File: config.mk
export PLATFORM = sky130hd
export DESIGN_NAME = iaddr_xmatch
export DESIGN_NICKNAME = d
export VERILOG_FILES = /design/src/rtl/xm_pkg.sv /design/src/rtl/xm_cfg_reg.sv /design/src/rtl/xm_addr_cmp.sv /design/src/rtl/xm_bc_tracker.sv /design/src/rtl/iaddr_xmatch.sv
export SDC_FILE = /design/constraint.sdc
export NUM_CORES = 1
export LEC_CHECK = 0
export BUFFER_PORTS_ARGS = -buffer_cell sky130_fd_sc_hd__buf_2
export CAP_MARGIN = 20
export CORE_ASPECT_RATIO = 0.8
export CORE_MARGIN = 5
export CORE_UTILIZATION = 44
export CTS_CLUSTER_DIAMETER = 200
export DETAILED_ROUTE_END_ITERATION = 10
export PLACE_DENSITY = 0.76
export SYNTH_ARGS = -nofsm -noshare
export SYNTH_HDL_FRONTEND = slang
export SYNTH_SLANG_ARGS = --single-unit
export TNS_END_PERCENT = 20
File: constraint.sdc
create_clock -name clk -period 1.2 [get_ports clk]
set_input_delay 0.06 -clock clk [delete_from_list [all_inputs] [get_ports clk]]
set_output_delay 0.06 -clock clk [all_outputs]
set_load 0.05 [all_outputs]
File: src/rtl/xm_pkg.sv
package xm_pkg;

  typedef enum logic {
    STG_FETCH = 1'b0,
    STG_EXEC  = 1'b1
  } stage_e;

  // Exact-match qualification of a presented instruction.
  function automatic logic instr_allowed(input logic is_exec,
                                         input logic canceled,
                                         input logic exact);
    return !(is_exec && exact && canceled);
  endfunction

  // Next pending state for bytecode tracking (end resolved before start).
  function automatic logic pend_next(input logic cur, input logic start,
                                     input logic fin, input logic arm);
    if (start)    return arm;
    else if (fin) return 1'b0;
    else          return cur;
  endfunction

endpackage

File: src/rtl/xm_cfg_reg.sv
module xm_cfg_reg #(
  parameter int AW = 32,
  parameter int CW = 8,
  parameter int XB = 7
) (
  input  logic          clk,
  input  logic          rst_n,
  input  logic          we,
  input  logic [AW-1:0] cmp_d,
  input  logic [AW-1:0] mask_d,
  input  logic [CW-1:0] ctrl_d,
  output logic [AW-1:0] cmp_q,
  output logic [AW-1:0] mask_q,
  output logic          exact_q
);

  always_ff @(posedge clk) begin
    if (!rst_n) begin
      cmp_q   <= '0;
      mask_q  <= '0;
      exact_q <= 1'b0;
    end else if (we) begin
      cmp_q   <= cmp_d;
      mask_q  <= mask_d;
      exact_q <= ctrl_d[XB];
    end
  end

endmodule

File: src/rtl/xm_addr_cmp.sv
module xm_addr_cmp #(
  parameter int AW = 32
) (
  input  logic [AW-1:0] addr,
  input  logic [AW-1:0] ref_addr,
  input  logic [AW-1:0] mask,
  output logic          hit
);

  logic [AW-1:0] bit_ok;

  for (genvar i = 0; i < AW; i++) begin : g_bit
    assign bit_ok[i] = !mask[i] || (addr[i] == ref_addr[i]);
  end

  assign hit = &bit_ok;

endmodule

File: src/rtl/xm_bc_tracker.sv
module xm_bc_tracker
  import xm_pkg::*;
(
  input  logic clk,
  input  logic rst_n,
  input  logic exact,
  input  logic hit,
  input  logic start,
  input  logic fin,
  input  logic intr,
  output logic start_fire,
  output logic end_fire,
  output logic pend_q
);

  logic arm;

  assign arm        = start && exact && hit;
  assign start_fire = start && !exact && hit;
  assign end_fire   = fin && pend_q && !intr;

  always_ff @(posedge clk) begin
    if (!rst_n) pend_q <= 1'b0;
    else        pend_q <= pend_next(pend_q, start, fin, arm);
  end

endmodule

File: src/rtl/iaddr_xmatch.sv
module iaddr_xmatch
  import xm_pkg::*;
#(
  parameter int AW = 32,
  parameter int CW = 8,
  parameter int XB = 7
) (
  input  logic          clk,
  input  logic          rst_n,
  input  logic          cfg_we,
  input  logic [AW-1:0] cfg_cmp_i,
  input  logic [AW-1:0] cfg_mask_i,
  input  logic [CW-1:0] cfg_ctrl_i,
  input  logic          ins_valid_i,
  input  logic [AW-1:0] ins_addr_i,
  input  logic          ins_exec_i,
  input  logic          ins_cancel_i,
  input  logic          bc_start_i,
  input  logic          bc_end_i,
  input  logic          bc_intr_i,
  output logic          match_o
);

  logic [AW-1:0] cmp_q;
  logic [AW-1:0] mask_q;
  logic          exact_q;
  logic          hit_w;
  logic          instr_fire_w;
  logic          start_fire_w;
  logic          end_fire_w;
  logic          pend_q;
  logic          match_d;
  logic          match_q;
  stage_e        stage_w;

  xm_cfg_reg #(.AW(AW), .CW(CW), .XB(XB)) u_cfg (
    .clk     (clk),
    .rst_n   (rst_n),
    .we      (cfg_we),
    .cmp_d   (cfg_cmp_i),
    .mask_d  (cfg_mask_i),
    .ctrl_d  (cfg_ctrl_i),
    .cmp_q   (cmp_q),
    .mask_q  (mask_q),
    .exact_q (exact_q)
  );

  xm_addr_cmp #(.AW(AW)) u_cmp (
    .addr     (ins_addr_i),
    .ref_addr (cmp_q),
    .mask     (mask_q),
    .hit      (hit_w)
  );

  xm_bc_tracker u_bc (
    .clk        (clk),
    .rst_n      (rst_n),
    .exact      (exact_q),
    .hit        (hit_w),
    .start      (bc_start_i),
    .fin        (bc_end_i),
    .intr       (bc_intr_i),
    .start_fire (start_fire_w),
    .end_fire   (end_fire_w),
    .pend_q     (pend_q)
  );

  assign stage_w      = ins_exec_i ? STG_EXEC : STG_FETCH;
  assign instr_fire_w = ins_valid_i && hit_w &&
                        instr_allowed(stage_w == STG_EXEC, ins_cancel_i, exact_q);
  assign match_d      = instr_fire_w || start_fire_w || end_fire_w;

  always_ff @(posedge clk) begin
    if (!rst_n) match_q <= 1'b0;
    else        match_q <= match_d;
  end

  assign match_o = match_q;

endmodule

==> results.txt <==
* Top_reg_cell synth: sky130_fd_sc_hd__dfxtp_1
- Once routing completed, OpenROAD measured the worst setup slack at -0.329 ns.
- DIE AREA: between 8000 and 9000 um^2
- Total count of max-transition violations in the final report: 0
- Crit path buffers/inverters: 0
- The clock arrives with between 0.007 and 0.008 ns of skew.
- Type of the setup path with the least slack: reg2reg
- Number of synthesized flops with an enable pin: 0
- For this design, the slowest cell found on the critical path is sky130_fd_sc_hd__nor4_4.
- Critical path required time: ~1.5 ns
- Die extent in y: roughly 83 um
- During synthesis, Yosys emitted a total of 0 warnings.
- Row cnt: 26
- Net count after synthesis: 386
- In this run, placement finished with an instance count of roughly 460.
- Data arrival, critical path: 1.81 ns
- Worst Max-Slew Pin Slew: 0.368 ns
* GRT Util Overall: 0.189
- The HPWL after detailed placement is between 5000 and 6000 um.
- Count of inserted antenna diode cells: 0
* Yosys cell types: 16
- Pin count of the biggest net entering global routing: 37
- For this run, the register share of the synthesized area comes to 0.454.
* Util after Layout: 0.685
- Max stage delay on crit path: 0.36 ns
* Final instance count without filler cells: between 500 and 600
* Vias per std cell: 4.64
- For this run, asynchronously set or reset flops after synthesis account for 0.
* Max-slew headroom at the worst pin: 0.755
- In this run the remaining antenna-violating nets after routing total 0.
- Portion of the clock cycle consumed by the worst path in the final layout: 1.27
* Vias in the first global route: 2736
* Net count reported at finish: around 550
- Clock tree synthesis found a total of between 60 and 70 sinks.
- For this run, the detailed router's first-pass iteration total came to 4.
- Final Hold Fails: 0
* Most common cell after layout, fill and taps aside: sky130_fd_sc_hd__buf_2
* Number of maximum-capacitance violations: 0
- # fillers: roughly 500
- Violated checks: setup timing
* Mean post-synth cell area: ~11 um^2
- The longest clock path from root to sink contains 2 buffers.
* Worst-path maximum fanout: 2
- CTS root buffer: sky130_fd_sc_hd__clkbuf_8
* Endpoints failing setup: 2
* Initial antenna violation count: 0
- Setup repair after global routing could not meet its margin everywhere.
- Power comes to approximately 5.1 mW.
* Critical Path Source Type: flop
- At the later pin of the worst-skew pair, clock insertion delay measures 0.33 ns.
- The congestion estimate from routability-driven global placement came to between 0.8 and 0.9.
- # DRC: 0
* Power per Cell Area: between 1000 and 1500 nW/um^2
- Area inside the core boundary: 6440 um^2
* Cells traversed along the worst timing path: xor2_1 > a22oi_1 > nand4_1 > nor4_4 > a41o_1
- approximately 110 I/O pins were placed.
- Final WL: just under 8000 um
- Static Leak: 2.11 nW
- Counting flops and latches in the post-synthesis netlist gives 67.
- Clock tree from TritonCTS: yes
* Critical Path Sink Type: flop
* Area growth from synthesis to layout: 49.5%
* Count of port buffers added during placement: between 100 and 150
- In this run the horizontal extent of the chip is ~100 um.
- Leading cell types in the layout, fill and taps excluded: sky130_fd_sc_hd__buf_2 (105), sky130_fd_sc_hd__mux2i_1 (65), sky130_fd_sc_hd__nor2b_1 (65)
* Area of the mapped netlist: 2950 um^2
* Worst-case vdd ir drop: between 700 and 800 uV
- The initial utilization of the core area, before any placement, comes to 0.458.
* Fraction of final layout cells sized beyond drive strength 1: 0.321
- Path category of the worst min-delay check: in2reg
- Worst-path clk slew: 0.07 ns
- Synthesis produced a netlist whose cell count is approximately 270.
- Final period demand of the worst path: approximately 1.5 ns
- Minimum setup slack among reg-to-reg paths: -0.33 ns
- The H-tree was split into 3 levels.
- Outcome: complete, but fails checks
* Global route total overflow: 0
- Fin Setup TNS: -0.645 ns
- In this design, the largest share of critical-path delay is due to simple AND/OR/NAND/NOR gates.
- The first global-routing pass estimated 12700 um of wire.
- Detail-routed net length per standard cell: between 10 and 15 um
* Iter 0 DRT Violations: 27
- TritonCTS Buffers: 9
- Highest clock frequency the design can meet: 0.654 GHz
- At the placement stage, the worst setup path has a slack of -0.417 ns.
- Via count of the routed design: around 2.5k
[power by group]
part | leakage, nW | switching (mW) | internal (mW)
registers | 0.555 | 0.0843 | 2.36
logic | 1.46 | 0.357 | 0.522
clock network | 0.0991 | 0.816 | 1.01
[worst min-delay path, delay by kind of cell]
family        cells  cell delay, ns
simple gates      1            0.10
mux               1            0.06
buf+inv           1            0.09
[worst paths after layout]
kind                                                    start                            end  cells past startpoint
worst max-delay path             u_cfg.cmp_q[22]$_SDFFE_PN0P_       u_bc.pend_q$_SDFFE_PN0P_                      5
worst min-delay path                             cfg_cmp_i[5]    u_cfg.cmp_q[5]$_SDFFE_PN0P_                      3
worst max register to register   u_cfg.cmp_q[22]$_SDFFE_PN0P_       u_bc.pend_q$_SDFFE_PN0P_                      5
worst min register to register  u_cfg.mask_q[21]$_SDFFE_PN0P_  u_cfg.mask_q[21]$_SDFFE_PN0P_                      2
[state kept, by name, summed over array words and instances, names as in the netlist]
name / flops
u_cfg.cmp_q: 32
u_bc.pend_q: 1
match_o: 1
u_cfg.exact_q: 1
u_cfg.mask_q: 32
[kinds of logic after synthesis]
group	count (synthesis)	share of synthesized area
buffers and inverters	14	0.0208
DFF	67	0.454
AOI/OAI and AO/OA	20	0.0508
muxes	65	0.220
xor gates and xnor gates	32	0.0949
and+or+nand+nor	75	0.159
[through the flow]
stage	instance area (um^2)	hold WS, ns
global route	4410	0.0116
CTS	4400	0.00259
detailed placement	3650	0.326
floorplan	2960	0.229
finish	4410	0.0172
global placement	3650	0.315
[cell usage after synthesis (2+ instances only)]
cell type,number,area (um^2)
sky130_fd_sc_hd__dfxtp_1,67,1340
sky130_fd_sc_hd__clkbuf_1,7,26.3
sky130_fd_sc_hd__mux2i_1,65,651
sky130_fd_sc_hd__nor2_1,2,7.51
sky130_fd_sc_hd__nand2_1,2,7.51
sky130_fd_sc_hd__xor2_1,32,280
sky130_fd_sc_hd__nand4_1,4,25.0
sky130_fd_sc_hd__a22oi_1,16,120
sky130_fd_sc_hd__nor2b_1,65,407
sky130_fd_sc_hd__buf_2,7,35.0
[cell type report]
type | instances | area, um^2 | area share
Clock buffer | 11 | 141 | 0.0320
Tap cell | 84 | 105 | 0.0238
Clock inverter | 5 | 52.6 | 0.0119
Sequential cell | 67 | 1350 | 0.306
Timing Repair Buffer | 170 | 1190 | 0.269
Multi-Input combinational cell | 192 | 1580 | 0.358
[repair_timing]
action                                  4_1_cts  5_1_grt
gates resized for setup                       3        5
hold endpoints to repair                     54        0
endpoints found under the setup margin        2        2
hold buffers                                 54        0
setup buffers                                 0        0
gates cloned                                  0        0
pin swaps                                     7        4
[routing by layer]
| layer | track usage | vias to the layer above | routed length (um) |
|---|---|---|---|
| met4 | 0.0580 | 0 | 151 |
| met3 | 0.0611 | 15 | 528 |
| li1 | - | 1263 | - |
| met1 | 0.226 | 1103 | 3330 |
| met2 | 0.321 | 76 | 3910 |
| met5 | 0 | - | 0 |
No activity file was read; power rests on OpenSTA's default activity.
